### src/rtl/rwr_pkg.sv
package rwr_pkg;

  localparam int RAD_INT_BITS  = 2;
  localparam int RAD_FRAC_BITS = 24;

  typedef logic signed [1:0] digit_t;

  // Map a two-bit stage field to a signed digit.
  function automatic digit_t decode_digit(input logic [1:0] code, input logic one_bit);
    digit_t d;
    if (one_bit) begin
      d = code[1] ? -2'sd1 : 2'sd1;
    end else begin
      case (code)
        2'b01:   d = 2'sd1;
        2'b11:   d = -2'sd1;
        default: d = 2'sd0;
      endcase
    end
    return d;
  endfunction

endpackage

### src/rtl/rwr_rst_sync.sv
module rwr_rst_sync (
  input  logic clk,
  input  logic rst_n,
  output logic rst_n_sync
);

  logic [1:0] sync_q;

  always_ff @(posedge clk or negedge rst_n) begin
    if (!rst_n) sync_q <= 2'b00;
    else        sync_q <= {sync_q[0], 1'b1};
  end

  assign rst_n_sync = sync_q[1];

endmodule

### src/rtl/rwr_digit_decode.sv
module rwr_digit_decode #(
  parameter int N_STAGES = 8
) (
  input  logic [2*N_STAGES-1:0]              codes,
  input  logic                               one_bit,
  output rwr_pkg::digit_t [N_STAGES-1:0]     digs
);

  for (genvar g = 0; g < N_STAGES; g++) begin : g_dec
    assign digs[g] = rwr_pkg::decode_digit(codes[2*g +: 2], one_bit);
  end

endmodule

### src/rtl/rwr_radix_bank.sv
module rwr_radix_bank #(
  parameter int N_RAD    = 7,
  parameter int RAD_W    = 26,
  parameter int RAD_FRAC = 24,
  parameter int ADDR_W   = 3
) (
  input  logic                        clk,
  input  logic                        rst_n,
  input  logic                        cfg_we,
  input  logic [ADDR_W-1:0]           cfg_addr,
  input  logic [RAD_W-1:0]            cfg_wdata,
  input  logic                        snap,
  output logic [N_RAD-1:0][RAD_W-1:0] work
);

  localparam logic [RAD_W-1:0] RADIX_TWO = RAD_W'(1) << (RAD_FRAC + 1);

  logic [N_RAD-1:0][RAD_W-1:0] live_q, live_d;
  logic [N_RAD-1:0][RAD_W-1:0] work_q, work_d;
  logic                        live_en;

  // Next-state: programmable bank and per-conversion copy.
  always_comb begin
    live_d  = live_q;
    live_en = 1'b0;
    for (int i = 0; i < N_RAD; i++) begin
      if (cfg_we && (cfg_addr == ADDR_W'(i))) begin
        live_d[i] = cfg_wdata;
        live_en   = 1'b1;
      end
    end
    work_d = live_q;
  end

  always_ff @(posedge clk or negedge rst_n) begin
    if (!rst_n) begin
      for (int i = 0; i < N_RAD; i++) live_q[i] <= RADIX_TWO;
    end else if (live_en) begin
      live_q <= live_d;
    end
  end

  always_ff @(posedge clk or negedge rst_n) begin
    if (!rst_n) begin
      for (int i = 0; i < N_RAD; i++) work_q[i] <= RADIX_TWO;
    end else if (snap) begin
      work_q <= work_d;
    end
  end

  assign work = work_q;

  // an in-range write lands in the addressed register
  p_write_lands_r8: assert property (@(posedge clk) disable iff (!rst_n)
    (cfg_we && (int'(cfg_addr) < N_RAD)) |=> (live_q[$past(cfg_addr)] == $past(cfg_wdata)));

  // an out-of-range write leaves the bank untouched
  p_bad_addr_r8: assert property (@(posedge clk) disable iff (!rst_n)
    (cfg_we && (int'(cfg_addr) >= N_RAD)) |=> $stable(live_q));

  // the working copy is the bank as it stood at acceptance
  p_snap_copy_r9: assert property (@(posedge clk) disable iff (!rst_n)
    snap |=> (work_q == $past(live_q)));

endmodule

### src/rtl/rwr_mac_engine.sv
module rwr_mac_engine #(
  parameter int N_STAGES = 8,
  parameter int RAD_W    = 26,
  parameter int RAD_FRAC = 24,
  parameter int ACC_W    = 41
) (
  input  logic                              clk,
  input  logic                              rst_n,
  input  logic                              in_valid,
  input  rwr_pkg::digit_t [N_STAGES-1:0]    digs_in,
  input  logic [N_STAGES-2:0][RAD_W-1:0]    radix,
  output logic                              busy,
  output logic                              snap,
  output logic                              done,
  output logic signed [ACC_W-1:0]           acc
);

  localparam int STEP_W = $clog2(N_STAGES + 1);
  localparam int PROD_W = ACC_W + RAD_W + 1;

  logic                               busy_q, busy_d;
  logic [STEP_W-1:0]                  step_q, step_d;
  logic signed [ACC_W-1:0]            acc_q, acc_d, acc_mac;
  rwr_pkg::digit_t [N_STAGES-1:1]     digs_q, digs_d;
  rwr_pkg::digit_t                    d_sel;
  logic [RAD_W-1:0]                   r_sel;
  logic signed [PROD_W-1:0]           prod;
  logic                               start, fin;
  logic                               acc_en, digs_en;

  always_comb begin
    start = in_valid && !busy_q;
    fin   = busy_q && (step_q == STEP_W'(N_STAGES));

    r_sel = '0;
    d_sel = '0;
    for (int i = 1; i < N_STAGES; i++) begin
      if (step_q == STEP_W'(i)) begin
        r_sel = radix[i-1];
        d_sel = digs_q[i];
      end
    end

    prod    = PROD_W'(acc_q) * PROD_W'($signed({1'b0, r_sel}));
    acc_mac = ACC_W'(prod >>> RAD_FRAC) + (ACC_W'(d_sel) <<< RAD_FRAC);

    busy_d  = busy_q;
    step_d  = step_q;
    acc_d   = acc_q;
    digs_d  = digs_q;
    acc_en  = 1'b0;
    digs_en = 1'b0;

    if (start) begin
      busy_d  = 1'b1;
      step_d  = STEP_W'(1);
      acc_d   = ACC_W'(digs_in[0]) <<< RAD_FRAC;
      digs_d  = digs_in[N_STAGES-1:1];
      acc_en  = 1'b1;
      digs_en = 1'b1;
    end else if (fin) begin
      busy_d = 1'b0;
      step_d = '0;
    end else if (busy_q) begin
      acc_d  = acc_mac;
      step_d = step_q + STEP_W'(1);
      acc_en = 1'b1;
    end
  end

  always_ff @(posedge clk or negedge rst_n) begin
    if (!rst_n) begin
      busy_q <= 1'b0;
      step_q <= '0;
    end else begin
      busy_q <= busy_d;
      step_q <= step_d;
    end
  end

  always_ff @(posedge clk or negedge rst_n) begin
    if (!rst_n)      acc_q <= '0;
    else if (acc_en) acc_q <= acc_d;
  end

  always_ff @(posedge clk or negedge rst_n) begin
    if (!rst_n)       digs_q <= '0;
    else if (digs_en) digs_q <= digs_d;
  end

  assign busy = busy_q;
  assign snap = start;
  assign done = fin;
  assign acc  = acc_q;

  // an accepted request starts the first accumulation step
  p_start_busy_r6: assert property (@(posedge clk) disable iff (!rst_n)
    (in_valid && !busy_q) |=> (busy_q && (step_q == STEP_W'(1))));

  // the step index stays inside the conversion window
  p_step_window_r6: assert property (@(posedge clk) disable iff (!rst_n)
    busy_q |-> ((step_q >= STEP_W'(1)) && (step_q <= STEP_W'(N_STAGES))));

  // a strobe during a conversion does not restart it
  p_no_restart_r7: assert property (@(posedge clk) disable iff (!rst_n)
    (busy_q && in_valid && !fin) |=> (step_q == $past(step_q) + STEP_W'(1)));

endmodule

### src/rtl/rwr_out_stage.sv
module rwr_out_stage #(
  parameter int ACC_W    = 41,
  parameter int RAD_FRAC = 24,
  parameter int OUT_W    = 16,
  parameter int OUT_FRAC = 4
) (
  input  logic                    clk,
  input  logic                    rst_n,
  input  logic                    load,
  input  logic signed [ACC_W-1:0] acc,
  output logic                    out_valid,
  output logic signed [OUT_W-1:0] out_code
);

  localparam int SHIFT = RAD_FRAC - OUT_FRAC;
  localparam logic signed [ACC_W-1:0] SAT_HI =
    {{(ACC_W-OUT_W+1){1'b0}}, {(OUT_W-1){1'b1}}};
  localparam logic signed [ACC_W-1:0] SAT_LO =
    {{(ACC_W-OUT_W+1){1'b1}}, {(OUT_W-1){1'b0}}};

  logic signed [ACC_W-1:0] scaled;
  logic signed [OUT_W-1:0] code_d, code_q;
  logic                    valid_q;

  always_comb begin
    scaled = acc >>> SHIFT;
    if (scaled > SAT_HI)      code_d = SAT_HI[OUT_W-1:0];
    else if (scaled < SAT_LO) code_d = SAT_LO[OUT_W-1:0];
    else                      code_d = scaled[OUT_W-1:0];
  end

  always_ff @(posedge clk or negedge rst_n) begin
    if (!rst_n) valid_q <= 1'b0;
    else        valid_q <= load;
  end

  always_ff @(posedge clk or negedge rst_n) begin
    if (!rst_n)    code_q <= '0;
    else if (load) code_q <= code_d;
  end

  assign out_valid = valid_q;
  assign out_code  = code_q;

  // the result strobe lasts a single cycle
  p_single_pulse_r6: assert property (@(posedge clk) disable iff (!rst_n)
    out_valid |=> !out_valid);

  // the presented code holds between results
  p_code_hold_r5: assert property (@(posedge clk) disable iff (!rst_n)
    !load |=> $stable(out_code));

endmodule

### src/rtl/radix_code_rebuilder.sv
module radix_code_rebuilder #(
  parameter int N_STAGES = 8,
  parameter int RAD_W    = rwr_pkg::RAD_INT_BITS + rwr_pkg::RAD_FRAC_BITS,
  parameter int RAD_FRAC = rwr_pkg::RAD_FRAC_BITS,
  parameter int OUT_W    = 16,
  parameter int OUT_FRAC = 4,
  parameter int ADDR_W   = $clog2(N_STAGES)
) (
  input  logic                      clk,
  input  logic                      rst_n,
  input  logic                      in_valid,
  input  logic [2*N_STAGES-1:0]     in_digits,
  input  logic                      in_one_bit,
  input  logic                      cfg_we,
  input  logic [ADDR_W-1:0]         cfg_addr,
  input  logic [RAD_W-1:0]          cfg_wdata,
  output logic                      busy,
  output logic                      out_valid,
  output logic signed [OUT_W-1:0]   out_code
);

  localparam int N_RAD = N_STAGES - 1;
  localparam int ACC_W = 2 * N_STAGES + 1 + RAD_FRAC;

  logic                           rst_n_sync;
  rwr_pkg::digit_t [N_STAGES-1:0] dec;
  logic [N_RAD-1:0][RAD_W-1:0]    work;
  logic                           snap, done;
  logic signed [ACC_W-1:0]        acc;

  rwr_rst_sync u_rst_sync (
    .clk        (clk),
    .rst_n      (rst_n),
    .rst_n_sync (rst_n_sync)
  );

  rwr_digit_decode #(.N_STAGES(N_STAGES)) u_decode (
    .codes   (in_digits),
    .one_bit (in_one_bit),
    .digs    (dec)
  );

  rwr_radix_bank #(
    .N_RAD(N_RAD), .RAD_W(RAD_W), .RAD_FRAC(RAD_FRAC), .ADDR_W(ADDR_W)
  ) u_bank (
    .clk       (clk),
    .rst_n     (rst_n_sync),
    .cfg_we    (cfg_we),
    .cfg_addr  (cfg_addr),
    .cfg_wdata (cfg_wdata),
    .snap      (snap),
    .work      (work)
  );

  rwr_mac_engine #(
    .N_STAGES(N_STAGES), .RAD_W(RAD_W), .RAD_FRAC(RAD_FRAC), .ACC_W(ACC_W)
  ) u_engine (
    .clk      (clk),
    .rst_n    (rst_n_sync),
    .in_valid (in_valid),
    .digs_in  (dec),
    .radix    (work),
    .busy     (busy),
    .snap     (snap),
    .done     (done),
    .acc      (acc)
  );

  rwr_out_stage #(
    .ACC_W(ACC_W), .RAD_FRAC(RAD_FRAC), .OUT_W(OUT_W), .OUT_FRAC(OUT_FRAC)
  ) u_out (
    .clk       (clk),
    .rst_n     (rst_n_sync),
    .load      (done),
    .acc       (acc),
    .out_valid (out_valid),
    .out_code  (out_code)
  );

  // two-level mode never yields a zero digit
  for (genvar g = 0; g < N_STAGES; g++) begin : g_chk
    p_onebit_nonzero_r3: assert property (@(posedge clk) disable iff (!rst_n_sync)
      (in_valid && in_one_bit) |-> (dec[g] != 2'sd0));
  end

  // the conversion's radix copy does not move while busy
  p_work_hold_r9: assert property (@(posedge clk) disable iff (!rst_n_sync)
    busy |=> $stable(work));

  // a result appears only once the engine has gone idle
  p_valid_idle_r6: assert property (@(posedge clk) disable iff (!rst_n_sync)
    out_valid |-> !busy);

endmodule

### config.mk
export PLATFORM = sky130hd
export DESIGN_NAME = radix_code_rebuilder
export DESIGN_NICKNAME = d
export VERILOG_FILES = /design/src/rtl/rwr_pkg.sv /design/src/rtl/rwr_rst_sync.sv /design/src/rtl/rwr_digit_decode.sv /design/src/rtl/rwr_radix_bank.sv /design/src/rtl/rwr_mac_engine.sv /design/src/rtl/rwr_out_stage.sv /design/src/rtl/radix_code_rebuilder.sv
export SDC_FILE = /design/constraint.sdc
export NUM_CORES = 2
export LEC_CHECK = 0
export BUFFER_PORTS_ARGS = -buffer_cell sky130_fd_sc_hd__buf_2
export CORE_ASPECT_RATIO = 0.7
export CORE_UTILIZATION = 60
export CTS_BUF_LIST = sky130_fd_sc_hd__clkbuf_2
export CTS_CLUSTER_SIZE = 30
export DETAILED_ROUTE_END_ITERATION = 12
export PLACE_DENSITY_LB_ADDON = 0.12
export SKIP_LAST_GASP = 1
export SLEW_MARGIN = 20
export SYNTH_ARGS = -nofsm -noshare
export SYNTH_HDL_FRONTEND = slang
export SYNTH_SLANG_ARGS = --single-unit
### constraint.sdc
create_clock -name clk -period 17.5 [get_ports clk]
set_input_delay 1.75 -clock clk [delete_from_list [all_inputs] [get_ports clk]]
set_output_delay 1.75 -clock clk [all_outputs]
set_load 0.01 [all_outputs]
Word level (Yosys, flattened, before mapping)
Cells that the tools add are included. Widths: inputs -> output; s select.

Flip-flop bits (word level): 443. Bits in latches: 0. Memory bits (writable): 0. ROM bits: 0. Bits of input ports: 50. Output and inout bits: 18. Logic and storage cells: 145. Memories: 0.

$add $sub $neg: 2. Multipliers: 1. Divide/modulo/power cells: 0. Order comparisons: 2. Equality and inequality tests: 31. Shift operators: 0. Mux-type cells: 59. Bitwise operators: 0. Reductions and logical operators: 23.

Operators with widths (number): $mux 26 (7); $mux 41 (3); $mul 41x27->65 (1); $mux 2 (23); $add 41x26->41 (1); $mux 16 (2); $pmux 2 s2 (8); $gt 21x16->1 const B (1); $lt 21x16->1 const B (1); $eq 2x1->1 const B (8); $eq 2x2->1 const B (8); $eq 4x3->1 const B (4); $reduce_and 2->1 (8); $mux 1 (13); $mux 4 (3); $eq 3x3->1 const B (3); $logic_and 1x1->1 (9); $eq 4x2->1 const B (2); $eq 3x2->1 const B (2); $add 4x1->4 const B (1); $eq 4x1->1 const B (1); $eq 4x4->1 const B (1); $reduce_bool 2->1 (2); $eq 3x1->1 const B (1); 5 further kinds (5).

Logic depth before layout (Yosys ltp)
Word-level depth: 13. Gate-level depth with buffers: 48. Gate-level depth less buffers: 44.

Cells and area by module
From an unflattened synthesis, not the netlist that was laid out.

Cell total of the unflattened synthesis: 5443. Area, all modules: 54681.2 µm².

By module, submodules not included: rwr_mac_engine (instances 1, cells each 4556, area each 40070.9 µm², sequential area each 1501.4 µm²); rwr_radix_bank (instances 1, cells each 776, area each 13554.2 µm², sequential area each 9126.3 µm²); rwr_out_stage (instances 1, cells each 91, area each 880.8 µm², sequential area each 425.4 µm²); rwr_digit_decode (instances 1, cells each 17, area each 121.4 µm², sequential area each 0.0 µm²); rwr_rst_sync (instances 1, cells each 3, area each 53.8 µm², sequential area each 50.0 µm²).

Least setup slack after synthesis
No wires, ideal clock.

Kind: register to register. Start point: reg u_engine.step_q[0]. End point: reg u_engine.acc_q[39] (netlist: u_engine.acc[39]). Setup time: 0.133 ns. Arrival time: 10.831 ns. Setup slack: 6.536 ns. Cell stages (with the launch flop): 48. Path buffers: 4. Clock period less this slack: 10.964 ns. Path through: dfrtp_1 -> inv_1 -> ha_1 -> and2_1 -> clkbuf_1 -> buf_1 -> a22oi_1 -> o211ai_1 -> o211ai_1 -> a31oi_1 -> clkbuf_1 -> nand2_1 -> fa_1 -> inv_1 -> fa_1 -> inv_1 -> fa_1 -> fa_1 -> [12 not listed] -> a221oi_1 -> a21o_1 -> o31a_2 -> nor2b_1 -> nor2_1 -> xnor2_1 -> ha_1 -> a21o_1 -> a21oi_1 -> o21bai_1 -> a21oi_1 -> o21ba_2 -> o21ai_0 -> o41a_1 -> and4_1 -> a2111oi_0 -> xor2_1 -> o21ai_0.

Cells in the longest elaborated chain, start to end: 13.

Ends and longest elaborated chain: start: declaration (RTL line rwr_mac_engine.sv:22) `logic [STEP_W-1:0] step_q, step_d;`; start signal: assignment (RTL line rwr_mac_engine.sv:77) `step_q <= step_d;`; $eq 4x1->1 (RTL line rwr_mac_engine.sv:38) `if (step_q == STEP_W'(i)) begin`; $mux 26 (7 in a row) (RTL line rwr_mac_engine.sv:38); $mul 41x27->65 (RTL line rwr_mac_engine.sv:44) `prod = PROD_W'(acc_q) * PROD_W'($signed({1'b0, r_sel}));`; $add 41x26->41 (RTL line rwr_mac_engine.sv:45) `acc_mac = ACC_W'(prod >>> RAD_FRAC) + (ACC_W'(d_sel) <<< RAD_FRAC);`; $mux 41 (RTL line rwr_mac_engine.sv:64) `end else if (busy_q) begin`; $mux 41 (RTL line rwr_mac_engine.sv:61) `end else if (fin) begin`; $mux 41 (RTL line rwr_mac_engine.sv:54) `if (start) begin`; end signal: assignment (RTL line rwr_mac_engine.sv:82) `if (!rst_n) acc_q <= '0;`; end signal: assignment (RTL line rwr_mac_engine.sv:83) `else if (acc_en) acc_q <= acc_d;`; end: declaration (RTL line rwr_mac_engine.sv:23) `logic signed [ACC_W-1:0] acc_q, acc_d, acc_mac;`.

Parallel ways exist; a longest one is shown, timed or not. The select of a mux whose other input is x is not followed. A chain may end at the register's enable or synchronous reset.

Worst setup path in the final report
Ends and elaborated chain as after synthesis.

==> qor.tcl <==
set qor(first_iter_violations) 3172
set qor(critical_path.max_fanout) 23
set qor(core.rowCount) 91
set qor(finalSetupViolations) 0
set qor(yosysWarningCount) 0
set qor(synth_async_sr_flop_share) 1.00
set qor(arrival_ns) 13.72
set qor(placed_area_um2) 56100
set qor(tritoncts_buffer_count) 99
set qor(fp.dieArea_um2) 91900
set qor(nNetsFinal) 7040
set qor(crit_path_start_kind) {register}
set qor(kind_of_critical_path) {reg -> reg}
set qor(cts_tree) {built}
set qor(critPathSlowestCell) {sky130_fd_sc_hd__and2_1}
set qor(drtPass1Iterations) 6
set qor(routed_wire_length_per_instance_um) 20.6
set qor(top_ports) 68
set qor(port_buffers) 67
set qor(yosys-top-cells-area) {sky130_fd_sc_hd__fa_1 38%, sky130_fd_sc_hd__dfrtp_1 20%, sky130_fd_sc_hd__nand2_1 8.8%, sky130_fd_sc_hd__inv_1 8.4%, sky130_fd_sc_hd__ha_1 4.3%}
set qor(core_region_area_um2) 88900
set qor(minimum_setup_slack_among_reg_to_reg_paths_ns) 4.62
set qor(ys_ff_latch) 443
set qor(timing_worst_slew_pin_value_ns) 1.15
set qor(initial_core_util) 0.612
set qor(primary_ff_master_synth) {sky130_fd_sc_hd__dfrtp_1}
set qor(vias) 39100
set qor(globalRoute.totalOverflow) 0
set qor(grt_pass1_vias) 40800
set qor(synth.top_cell.area_share) 0.384
set qor(grt_max_degree) 180
set qor(global_route.usage.total) 0.330
set qor(cts.sinks) 443
set qor(post_synth_instance_area_um2) 54400
set qor(die-height_um) 254
set qor(gp_congestion) 0.962
set qor(max-slew-margin-rel) 0.233
set qor(timing.final.crit_share) 0.736
set qor(mostFrequentLayoutCell) {sky130_fd_sc_hd__nand2_1}
set qor(synthDistinctLibCells) 71
set qor(clock-root-buffer) {sky130_fd_sc_hd__clkbuf_2}
set qor(ctsLongestPathBuffers) 3
set qor(drtAntennaViolNets) 0
set qor(wire_length_of_the_first_global_routing_pass_mm) 233
set qor(final-hold-violation-count) 0
set qor(dieWidth_um) 362
set qor(setup_tns_ns) 0
set qor(post_synth_inst_count) 5830
set qor(initial_antenna_violation_count) 3
set qor(critPathCaptureType) {register}
set qor(layout.core_utilization) 0.642
set qor(hold_path_class) {reg -> reg}
set qor(postCtsSetupRepairBufs) 0
set qor(slew_viol_final) 0
set qor(yosysTopAreaCell) {sky130_fd_sc_hd__fa_1}
set qor(synth_edf_count) 0
set qor(critical_path.max_stage_delay_ns) 0.82
set qor(htree_num_levels) 3
set qor(area_delta_synth_final_pct) 4.91
set qor(drc_errors) 0
set qor(most-common-layout-cells) {1267 x sky130_fd_sc_hd__nand2_1, 1220 x sky130_fd_sc_hd__inv_1, 1044 x sky130_fd_sc_hd__fa_1, 422 x sky130_fd_sc_hd__dfrtp_1, 253 x sky130_fd_sc_hd__and2_1}
set qor(worst_skew_pair.late_latency_ns) 1.04
set qor(clk_pin_slew_ns) 0.15
set qor(drv.max_cap_violation_count) 0
set qor(setup_repair_after_global_routing_missed_its_margin) {false}
set qor(crit_required_ns) 18.33
set qor(syn-num-nets) 7112
set qor(finish.instance_area_um2) 57000
set qor(final_layout_size_suffix_gt1_frac) 0.0965
set qor(fin_skew_ns) 0.113
set qor(outcome) {completed}
set qor(route.detailed.vias_per_inst) 5.55
set qor(place_hpwl_mm) 103
set qor(finalWirelength_mm) 145
set qor(crit_path_frequent_cell) {sky130_fd_sc_hd__fa_1}
set qor(cts_hold_buffers) 0
set qor(synth_sequential_area_ratio) 0.204
set qor(peak_freq_ghz) 0.0776
set qor(timing.final.crit_period_ns) 12.88
set qor(post_cts_resize_count) 0
set qor(post_syn_area_per_cell_um2) 9.33
## logic make-up after synthesis
family,after synthesis,share of synthesized area
multiplexers,182,0.0377
AND/OR/NAND/NOR,1902,0.158
adder cells (fa/ha/maj),1232,0.428
AO/OA/AOI/OAI,442,0.0533
buffers and inverters,1553,0.107
flip-flops,443,0.204
XOR/XNOR,75,0.0123
other,1,0.0000690
## worst max-delay path, delay by kind of cell (launching register included)
| kind | cells | cell delay, ns |
|---|---|---|
| simple gates | 9 | 2.28 |
| buf+inv | 8 | 1.14 |
| flops | 1 | 0.45 |
| fa+ha+maj | 10 | 4.51 |
| compound gates | 16 | 3.89 |
| xor+xnor | 2 | 0.44 |
## final timing paths
check | endpoint | cells past startpoint | startpoint
min in group asynchronous | u_engine.digs_q[10]$_DFFE_PN0P_ | 0 | u_rst_sync.sync_q[1]$_DFF_PN0_
worst min-delay path | u_rst_sync.sync_q[1]$_DFF_PN0_ | 0 | u_rst_sync.sync_q[0]$_DFF_PN0_
worst max-delay path | u_engine.acc[39]$_DFFE_PN0P_ | 45 | u_engine.step_q[0]$_DFFE_PN0P_
worst min register to register | u_rst_sync.sync_q[1]$_DFF_PN0_ | 0 | u_rst_sync.sync_q[0]$_DFF_PN0_
max in group asynchronous | u_engine.acc[39]$_DFFE_PN0P_ | 1 | u_rst_sync.sync_q[1]$_DFF_PN0_
worst max register to register | u_engine.acc[39]$_DFFE_PN0P_ | 45 | u_engine.step_q[0]$_DFFE_PN0P_
## sequential cells by signal (all words and copies together) (netlist names)
signal / count
u_bank.live_q: 182
u_bank.work: 182
u_engine.acc: 41
u_engine.busy: 1
u_engine.digs_q: 14
u_engine.step_q: 4
u_out.out_code: 16
u_out.out_valid: 1
u_rst_sync.sync_q: 2
## final cells by class
type,count,area [um2]
Timing Repair Buffer,160,1070
Antenna cell,3,7.51
Clock buffer,134,671
Sequential cell,443,11100
Clock inverter,35,234
Fill cell,7485,31900
Multi-Input combinational cell,3834,37900
Tap cell,1209,1510
Inverter,1220,4580
## layer usage
layer / track usage / up-vias / wire length [um]
li1: - / 17100 / -
met1: 0.489 / 20100 / 63800
met2: 0.505 / 1683 / 64700
met3: 0.0717 / 184 / 13500
met4: 0.0699 / 0 / 2680
met5: 0 / - / 0
## metrics by stage
step / std cells / setup slack, ns / hold WS (ns)
after global placement: 6865 / 5.04 / 0.337
after global routing: 7037 / 3.88 / 0.356
after CTS: 7034 / 4.72 / 0.335
after detailed placement: 6865 / 4.73 / 0.336
after floorplan: 5830 / 4.26 / 0.331
final: 7038 / 4.62 / 0.321
## synth_stat cells, types with 6 or more instances
| library cell | count |
|---|---|
| sky130_fd_sc_hd__and3_1 | 6 |
| sky130_fd_sc_hd__inv_1 | 1220 |
| sky130_fd_sc_hd__and2_1 | 254 |
| sky130_fd_sc_hd__o21bai_1 | 11 |
| sky130_fd_sc_hd__nor2b_1 | 209 |
| sky130_fd_sc_hd__nor3_1 | 12 |
| sky130_fd_sc_hd__fa_1 | 1044 |
| sky130_fd_sc_hd__a221o_1 | 8 |
| sky130_fd_sc_hd__a31oi_1 | 24 |
| sky130_fd_sc_hd__nand3_1 | 25 |
| sky130_fd_sc_hd__mux2_2 | 182 |
| sky130_fd_sc_hd__a22o_1 | 10 |
| sky130_fd_sc_hd__a22oi_1 | 50 |
| sky130_fd_sc_hd__nand4_1 | 12 |
| sky130_fd_sc_hd__buf_1 | 24 |
| sky130_fd_sc_hd__dfstp_2 | 14 |
| sky130_fd_sc_hd__nand2b_1 | 14 |
| sky130_fd_sc_hd__xor2_1 | 26 |
| sky130_fd_sc_hd__nor2_1 | 72 |
| sky130_fd_sc_hd__a21o_1 | 40 |
| sky130_fd_sc_hd__clkbuf_1 | 306 |
| sky130_fd_sc_hd__dfrtp_1 | 429 |
| sky130_fd_sc_hd__o21ai_0 | 84 |
| sky130_fd_sc_hd__ha_1 | 188 |
| sky130_fd_sc_hd__a21oi_1 | 115 |
| sky130_fd_sc_hd__nand2_1 | 1268 |
| sky130_fd_sc_hd__and4_1 | 6 |
| sky130_fd_sc_hd__o211ai_1 | 51 |
| sky130_fd_sc_hd__xnor2_1 | 48 |
Power is left out: the tool's default activity adds up to more than one toggle a clock period on the data nets, which glitch-free logic cannot reach.
